File: config.mk
export PLATFORM = sky130hd
export DESIGN_NAME = uart_flag_irq_ctrl
export DESIGN_NICKNAME = d
export VERILOG_FILES = /design/src/rtl/uart_flag_pkg.sv /design/src/rtl/flag_irq_eval.sv /design/src/rtl/reg_read_mux.sv /design/src/rtl/uart_flag_irq_ctrl.sv
export SDC_FILE = /design/constraint.sdc
export NUM_CORES = 1
export LEC_CHECK = 0
export CELL_PAD_IN_SITES_DETAIL_PLACEMENT = 1
export CELL_PAD_IN_SITES_GLOBAL_PLACEMENT = 2
export CORE_UTILIZATION = 31
export DETAILED_ROUTE_END_ITERATION = 8
export HOLD_SLACK_MARGIN = 0.15
export PLACE_DENSITY = 0.82
export SETUP_SLACK_MARGIN = 0.3
export SLEW_MARGIN = 20
export SYNTH_ARGS = -nofsm -noshare
export SYNTH_HDL_FRONTEND = slang
export SYNTH_HIERARCHICAL = 1
export SYNTH_SLANG_ARGS = --single-unit
File: constraint.sdc
create_clock -name clk_i -period 3.3 [get_ports clk_i]
set_clock_uncertainty 0.1 [all_clocks]
set_input_delay 0.99 -clock clk_i [delete_from_list [all_inputs] [get_ports clk_i]]
set_output_delay 0.99 -clock clk_i [all_outputs]
set_load 0.01 [all_outputs]
File: src/rtl/uart_flag_pkg.sv
package uart_flag_pkg;

    // register offsets (byte addresses)
    localparam int unsigned OFF_STATUS = 0;
    localparam int unsigned OFF_DATA   = 4;
    localparam int unsigned OFF_BAUD   = 8;
    localparam int unsigned OFF_CTRL   = 12;

    // flag positions in status and matching enables in control
    localparam int unsigned POS_RXW  = 5;   // receive waiting
    localparam int unsigned POS_FIN  = 6;   // transmission finished
    localparam int unsigned POS_FREE = 7;   // transmit register free

    localparam int unsigned NUM_FLAGS = 3;  // flag index 0 = POS_RXW upward

    typedef enum logic [2:0] {
        SEL_NONE,
        SEL_STATUS,
        SEL_DATA,
        SEL_BAUD,
        SEL_CTRL
    } reg_sel_e;

endpackage

File: src/rtl/flag_irq_eval.sv
module flag_irq_eval #(
    parameter int unsigned NUM_SRC = 3,
    parameter int unsigned BASE    = 5,
    parameter int unsigned CTRL_W  = 16
) (
    input  logic [NUM_SRC-1:0] flags_i,
    input  logic [CTRL_W-1:0]  ctrl_i,
    output logic               irq_o
);
    logic [NUM_SRC-1:0] hit;

    for (genvar g = 0; g < NUM_SRC; g++) begin : g_src
        assign hit[g] = flags_i[g] & ctrl_i[BASE + g];
    end

    assign irq_o = |hit;
endmodule

File: src/rtl/reg_read_mux.sv
module reg_read_mux
    import uart_flag_pkg::*;
#(
    parameter int unsigned DATA_W   = 32,
    parameter int unsigned RX_W     = 16,
    parameter int unsigned RD_W     = 10,
    parameter int unsigned BAUD_W   = 16,
    parameter int unsigned CTRL_W   = 16,
    parameter int unsigned NUM_SRC  = 3,
    parameter int unsigned BASE     = 5
) (
    input  reg_sel_e            sel_i,
    input  logic [NUM_SRC-1:0]  flags_i,
    input  logic [RX_W-1:0]     rx_word_i,
    input  logic [BAUD_W-1:0]   baud_i,
    input  logic [CTRL_W-1:0]   ctrl_i,
    output logic [DATA_W-1:0]   value_o
);
    logic [DATA_W-1:0] status_word;
    logic [DATA_W-1:0] data_word;

    always_comb begin
        status_word = '0;
        status_word[BASE +: NUM_SRC] = flags_i;
        data_word = '0;
        data_word[RD_W-1:0] = rx_word_i[RD_W-1:0];
    end

    always_comb begin
        unique case (sel_i)
            SEL_STATUS: value_o = status_word;
            SEL_DATA:   value_o = data_word;
            SEL_BAUD:   value_o = DATA_W'(baud_i);
            SEL_CTRL:   value_o = DATA_W'(ctrl_i);
            default:    value_o = '0;
        endcase
    end
endmodule

File: src/rtl/uart_flag_irq_ctrl.sv
module uart_flag_irq_ctrl
    import uart_flag_pkg::*;
#(
    parameter int unsigned ADDR_W = 4,
    parameter int unsigned DATA_W = 32,
    parameter int unsigned RX_W   = 16,
    parameter int unsigned RD_W   = 10,
    parameter int unsigned TX_W   = 9,
    parameter int unsigned BAUD_W = 16,
    parameter int unsigned CTRL_W = 16
) (
    input  logic              clk_i,
    input  logic              rst_ni,
    input  logic [ADDR_W-1:0] bus_addr_i,
    input  logic              bus_we_i,
    input  logic              bus_re_i,
    input  logic [DATA_W-1:0] bus_wdata_i,
    output logic [DATA_W-1:0] bus_rdata_o,
    input  logic              rx_valid_i,
    input  logic [RX_W-1:0]   rx_data_i,
    output logic              tx_valid_o,
    output logic [TX_W-1:0]   tx_data_o,
    output logic              irq_o
);
    localparam int unsigned NF       = NUM_FLAGS;
    localparam int unsigned IDX_RXW  = POS_RXW  - POS_RXW;
    localparam int unsigned IDX_FIN  = POS_FIN  - POS_RXW;
    localparam int unsigned IDX_FREE = POS_FREE - POS_RXW;
    localparam logic [NF-1:0] FLAGS_RST = NF'((1 << IDX_FREE) | (1 << IDX_FIN));

    typedef struct packed {
        logic [NF-1:0]     flags;
        logic [RX_W-1:0]   rx_word;
        logic [BAUD_W-1:0] baud;
        logic [CTRL_W-1:0] ctrl;
        logic [DATA_W-1:0] rdata;
        logic              tx_valid;
        logic [TX_W-1:0]   tx_data;
    } state_t;

    state_t   st_d, st_q;
    logic     irq_d, irq_q;
    reg_sel_e sel;
    logic [DATA_W-1:0] rd_value;

    // address decode
    always_comb begin
        if (bus_addr_i == ADDR_W'(OFF_STATUS))     sel = SEL_STATUS;
        else if (bus_addr_i == ADDR_W'(OFF_DATA))  sel = SEL_DATA;
        else if (bus_addr_i == ADDR_W'(OFF_BAUD))  sel = SEL_BAUD;
        else if (bus_addr_i == ADDR_W'(OFF_CTRL))  sel = SEL_CTRL;
        else                                       sel = SEL_NONE;
    end

    reg_read_mux #(
        .DATA_W (DATA_W),
        .RX_W   (RX_W),
        .RD_W   (RD_W),
        .BAUD_W (BAUD_W),
        .CTRL_W (CTRL_W),
        .NUM_SRC(NF),
        .BASE   (POS_RXW)
    ) rd_mux_i (
        .sel_i    (sel),
        .flags_i  (st_q.flags),
        .rx_word_i(st_q.rx_word),
        .baud_i   (st_q.baud),
        .ctrl_i   (st_q.ctrl),
        .value_o  (rd_value)
    );

    // next state
    always_comb begin
        st_d          = st_q;
        st_d.tx_valid = 1'b0;
        st_d.rdata    = bus_re_i ? rd_value : '0;

        if (bus_we_i) begin
            unique case (sel)
                SEL_STATUS: st_d.flags = st_q.flags & bus_wdata_i[POS_RXW +: NF];
                SEL_DATA: begin
                    st_d.flags[IDX_FIN] = 1'b1;
                    st_d.tx_valid       = 1'b1;
                    st_d.tx_data        = bus_wdata_i[TX_W-1:0];
                end
                SEL_BAUD: st_d.baud = bus_wdata_i[BAUD_W-1:0];
                SEL_CTRL: st_d.ctrl = bus_wdata_i[CTRL_W-1:0];
                default: ;
            endcase
        end

        if (bus_re_i && sel == SEL_DATA) begin
            st_d.flags[IDX_RXW] = 1'b0;
        end

        // a character arriving this cycle has the last word
        if (rx_valid_i) begin
            st_d.rx_word        = rx_data_i;
            st_d.flags[IDX_RXW] = 1'b1;
        end
    end

    flag_irq_eval #(
        .NUM_SRC(NF),
        .BASE   (POS_RXW),
        .CTRL_W (CTRL_W)
    ) irq_eval_i (
        .flags_i(st_d.flags),
        .ctrl_i (st_d.ctrl),
        .irq_o  (irq_d)
    );

    always_ff @(posedge clk_i) begin
        if (!rst_ni) begin
            st_q       <= '0;
            st_q.flags <= FLAGS_RST;
            irq_q      <= 1'b0;
        end else begin
            st_q  <= st_d;
            irq_q <= irq_d;
        end
    end

    assign bus_rdata_o = st_q.rdata;
    assign tx_valid_o  = st_q.tx_valid;
    assign tx_data_o   = st_q.tx_data;
    assign irq_o       = irq_q;

    // views for the bound checker
    logic              free_w, fin_w, rxw_w;
    logic [CTRL_W-1:0] ctrl_w;
    assign free_w = st_q.flags[IDX_FREE];
    assign fin_w  = st_q.flags[IDX_FIN];
    assign rxw_w  = st_q.flags[IDX_RXW];
    assign ctrl_w = st_q.ctrl;
endmodule


==> run metrics, run 1 <==
CP Cell Sequence clkdlybuf4s50_1, nor2_1, and4_1, mux2_1, a222oi_1, inv_1, and2_1; synthesized area per cell 9.96 sq um; Yosys warnings 6; PD cells 508 nW/um^2; PostCTS Resize Cnt 0; ratio of final minimum period to clock period 0.852; vias in the first global route 2777; Max Cap Viol 0; reg2reg end irq_o$_SDFF_PN0_; Final setup viols 0; fin. max-slew vios 0; end of the critical path irq_o$_SDFF_PN0_; CP max stage delay 490 ps; worst-path maximum fanout 5; residual DRC count 0; H-tree lvl count 3; Cell Rows 40; diode count 0; fill cell count 1383; gr ovfl total 0; average wire per standard cell 14.8 microns; P_leak 0.00215 uW; TritonRoute pass-1 iters 4; Initial DRC Count 74; growth of design area from synthesis to finish 23.6%; count of input and output buffers 77; GRT Util Overall 0.141; clk sinks 88; dpl ws 22.7 ps; status completed; r2r startpoint ctrl_w[5]$_SDFF_PN0_; Worst Setup SP bus_addr_i[1]; initial antenna violation count 0; Clock Pin Slew Worst Setup and Hold Paths 60 ps; total wire length 8860 microns; Crit-path slowest cell clkdlybuf4s50_1; CTS tree done; chip height 115 microns; maximum vdd drop 0.228 mV; Core Area 12200 sq um; reg2reg path depth 4; Vias 2719; share of layout cells above drive strength 1 0.0860; cells after synthesis 397; RSZ-0062 raised after global routing no; largest net degree at the start of global routing 69; Routed Antenna Nets 0; Die W 115 microns; Setup WS post-layout 489 ps; Starting Density 0.324; post-layout minimum cycle time 2810 ps; worst setup path class in -> reg; cell area after synthesis 3960 sq um; first-pass GRT wire length 14100 microns; CP arrival 2940 ps; Worst Path Required 3430 ps; Seq. cell area 1760 sq um; fmax 356 MHz; CTS Buf Count 9; Final #Nets 482; Clock Tree Buf Depth 2; Ports 100; via density per instance 4.55; Fin Setup TNS 0 ps; area taken by multi-input logic gates 1650 sq um; hpwl dp 6250 microns; final hold violation count 0; CTS Hold Buffers Added 0; Critical Path Start Type input port; Root Driver clkbuf_16; reg2reg setup slack 1920 ps; HP Class reg -> reg; GPL Wtd Cong 0.834; die area 13200 sq um; CP Capture Type register; Clock Latency Late Sink 340 ps
[what timing repair did]
| action | 4_1_cts | 5_1_grt |
|---|---|---|
| buffers inserted | 0 | 1 |
| hold endpoints to repair | 0 | 0 |
| endpoints found under the setup margin | 0 | 6 |
[report_power, final]
part           internal [uW]  switching [uW]  total [uW]
Combinational           98.9            91.8         191
Clock                    784             411        1200
Sequential              1090            11.8        1100
Total                   1970             515        2480
[routing by layer]
metal | global-route usage | part of all wire | up-vias
li1 | - | - | 1348
met1 | 0.179 | 0.49 | 1306
met2 | 0.230 | 0.46 | 53
met3 | 0.0221 | 0.030 | 12
met4 | 0.0762 | 0.020 | 0
met5 | 0 | 0 | -
[worst min path at each step]
stage,from,endpoint,cells after the start
2_1_floorplan,ctrl_w[0]$_SDFF_PN0_,ctrl_w[0]$_SDFF_PN0_,2
3_3_place_gp,ctrl_w[2]$_SDFF_PN0_,ctrl_w[2]$_SDFF_PN0_,2
3_5_place_dp,ctrl_w[8]$_SDFF_PN0_,ctrl_w[8]$_SDFF_PN0_,2
4_1_cts,ctrl_w[9]$_SDFF_PN0_,ctrl_w[9]$_SDFF_PN0_,2
5_1_grt,ctrl_w[8]$_SDFF_PN0_,ctrl_w[8]$_SDFF_PN0_,2
6_report,ctrl_w[9]$_SDFF_PN0_,ctrl_w[9]$_SDFF_PN0_,2
[layout by cell type (no fill, tap or decap), types with 2 or more instances in the layout]
master and instances:
clkdlybuf4s50_1 76, a22o_1 6, buf_12 3, o211ai_1 3, and4bb_1 3, a211o_1 7, nor2_1 12, buf_4 10
and3_1 33, clkbuf_16 9, conb_1 16, and4bb_2 2, clkbuf_8 2, nand2_1 58, nand4bb_1 6, dfxtp_1 88
mux2i_1 54, nor4bb_1 9, nor2b_1 2, mux2_1 3, nand3_1 2, nor3_2 2, bufinv_16 3
[registers in the layout, summed over array words and instances (netlist names)]
signal       cells
tx_valid_o       1
tx_data_o        9
fin_w            1
irq_o            1
bus_rdata_o     32
free_w           1
rxw_w            1
ctrl_w          16
st_q            26
[per-stage QoR]
stage | cells | hold slack (ps) | instance area [sq um] | power [uW] | util
4_1_cts | 597 | 363 | 4870 | 2520 | 0.399
3_3_place_gp | 581 | 340 | 4510 | 1310 | 0.370
3_5_place_dp | 581 | 351 | 4510 | 1310 | 0.370
2_1_floorplan | 412 | 330 | 4010 | 1240 | -
5_1_grt | 598 | 378 | 4890 | 2580 | 0.400
6_report | 598 | 357 | 4890 | 2480 | 0.400
[layout make-up]
cell class,count,share of cell area
Sequential cell,88,0.360
Multi-Input combinational cell,234,0.338
Timing Repair Buffer,90,0.184
Clock buffer,12,0.0525
Tap cell,168,0.0430
Clock inverter,4,0.0202
Inverter,2,0.00154
[critical path, delay by kind of cell]
kind	cells	cell delay, ps
and+or+nand+nor	3	720
muxes	1	360
buffers and inverters	2	560
AOI/OAI and AO/OA	1	320
No activity file was read; power rests on OpenSTA's default activity.
==> inputs of run 2 (changes only) <==
CELL_PAD_IN_SITES_GLOBAL_PLACEMENT = 1   (was 2)
CORE_UTILIZATION = 39   (was 31)
PLACE_DENSITY = 0.83   (was 0.82)
==> run metrics, run 2 (synthesis results as in run 1) <==
Worst Path Required 3460 ps (+30 ps); H-tree lvl count 3 (unchanged); fin. max-slew vios 0 (unchanged); CP Capture Type register; CTS tree done; Root Driver clkbuf_8; Clock Latency Late Sink 360 ps (+20 ps); worst setup path class in -> reg; first-pass GRT wire length 14400 microns (+2.2%); Cells after DPL 548 (-5.7%); die area 10500 sq um (-20%); Ports 100 (unchanged); Setup Buffers After CTS 0 (unchanged); Routed Antenna Nets 0 (unchanged); GRT Util Overall 0.182 (+0.0415); initial antenna violation count 0 (unchanged); count of input and output buffers 77 (unchanged); TritonRoute pass-1 iters 4 (unchanged); ratio of final minimum period to clock period 0.868 (+0.0160); HP Class reg -> reg; Clock Tree Buf Depth 2 (unchanged); Power, Total 2120 uW (-15%); residual DRC count 0 (unchanged); gr ovfl total 0 (unchanged); PostCTS Resize Cnt 0 (unchanged); Starting Density 0.403 (+0.0789); reg2reg end irq_o$_SDFF_PN0_; Largest register FFs 32 (unchanged); Fin Setup TNS 0 ps (unchanged); P_leak 0.00209 uW (-2.7%); Fin Hold WS 363 ps (+5.80 ps); PD cells 450 nW/um^2 (-11%); RSZ-0062 raised after global routing no; Clock Pin Slew Worst Setup and Hold Paths 90 ps (+30 ps); Vias 2710 (-0.33%); commonest cells after routing, fill and taps aside dfxtp_1 (88), clkdlybuf4s50_1 (76), nand2_1 (58), mux2i_1 (54), and3_1 (33); Cell Rows 36 (-10%); post-layout minimum cycle time 2860 ps (+52.9 ps); Worst Hold Depth 2 (unchanged); maximum vdd drop 0.173 mV (-24%); total wire length 8790 microns (-0.73%); status completed; diode count 0 (unchanged); reg2reg setup slack 1940 ps (+20 ps); Hold EP ctrl_w[13]$_SDFF_PN0_; share of layout cells above drive strength 1 0.0882 (+0.00212); final core utilization 0.479 (+0.0788); Max Cap Viol 0 (unchanged); CTS Hold Buffers Added 0 (unchanged); Layout Cells excl Fill 564 (-5.7%); reg2reg path depth 4 (unchanged); r2r startpoint ctrl_w[5]$_SDFF_PN0_; vias in the first global route 2880 (+3.7%); worst-path maximum fanout 4 (-1); chip height 103 microns (-11%); clk sinks 88 (unchanged); Final setup viols 0 (unchanged); Hold Startpoint ctrl_w[13]$_SDFF_PN0_; via density per instance 4.80 (+5.7%); GPL Wtd Cong 0.791 (-5.1%); CTS Buf Count 9 (unchanged); Core Area 9820 sq um (-20%); final hold violation count 0 (unchanged); fmax 349 MHz (-1.8%); most common cell after layout, fill and taps aside dfxtp_1; Critical Path Start Type input port; Initial DRC Count 113 (+53%); Die W 103 microns (-11%); largest net degree at the start of global routing 49 (-29%); worst-margin pin slew 542 ps; CP arrival 3020 ps (+80 ps); growth of design area from synthesis to finish 19.0%; Final #Nets 483 (+0.21%); hpwl dp 6140 microns (-1.7%); relative slew slack 0.638; average wire per standard cell 15.6 microns (+5.3%)
-- run 2: per-layer routing --
metal / vias to the layer above / global-route usage / routed length [microns]
li1: 1344 / - / -
met1: 1297 / 0.220 / 4070
met2: 58 / 0.316 / 4350
met3: 11 / 0.0278 / 239
met4: 0 / 0.0879 / 140
met5: - / 0 / 0
-- run 2: how the worst max path moves through the flow --
stage | startpoint | endpoint | depth (start not counted)
2_1_floorplan | bus_addr_i[3] | bus_rdata_o[0]$_SDFF_PN0_ | 7
3_3_place_gp | bus_addr_i[2] | irq_o$_SDFF_PN0_ | 7
3_5_place_dp | bus_addr_i[2] | irq_o$_SDFF_PN0_ | 7
4_1_cts | bus_addr_i[2] | irq_o$_SDFF_PN0_ | 7
5_1_grt | bus_addr_i[1] | irq_o$_SDFF_PN0_ | 7
6_report | bus_addr_i[2] | irq_o$_SDFF_PN0_ | 7
-- run 2: cell type report --
type                            count  area (sq um)
Sequential cell                    88          1760
Tap cell                          133           166
Timing Repair Buffer               91           896
Multi-Input combinational cell    234          1650
Inverter                            2          7.51
Clock buffer                       11           141
Clock inverter                      5          78.8
Fill cell                        1118          5110
-- run 2: stage by stage --
step | instance area, sq um | setup WS, ps
after global routing | 4710 | 346
after detailed placement | 4490 | 70.1
after global placement | 4490 | 191
final | 4710 | 436
after CTS | 4710 | 459
after floorplan | 4010 | 635
-- run 2: power breakdown --
part | total (uW) | switching (uW) | internal (uW)
registers | 1100 | 11.4 | 1090
logic | 192 | 92.3 | 99.3
clock network | 832 | 384 | 448
-- run 2: critical path, stage by stage --
cell and delay (ps):
clkdlybuf4s50_1 490, or4b_4 600, o31ai_1 360, nand2_1 110
a222oi_1 260, inv_1 70, and2_1 150
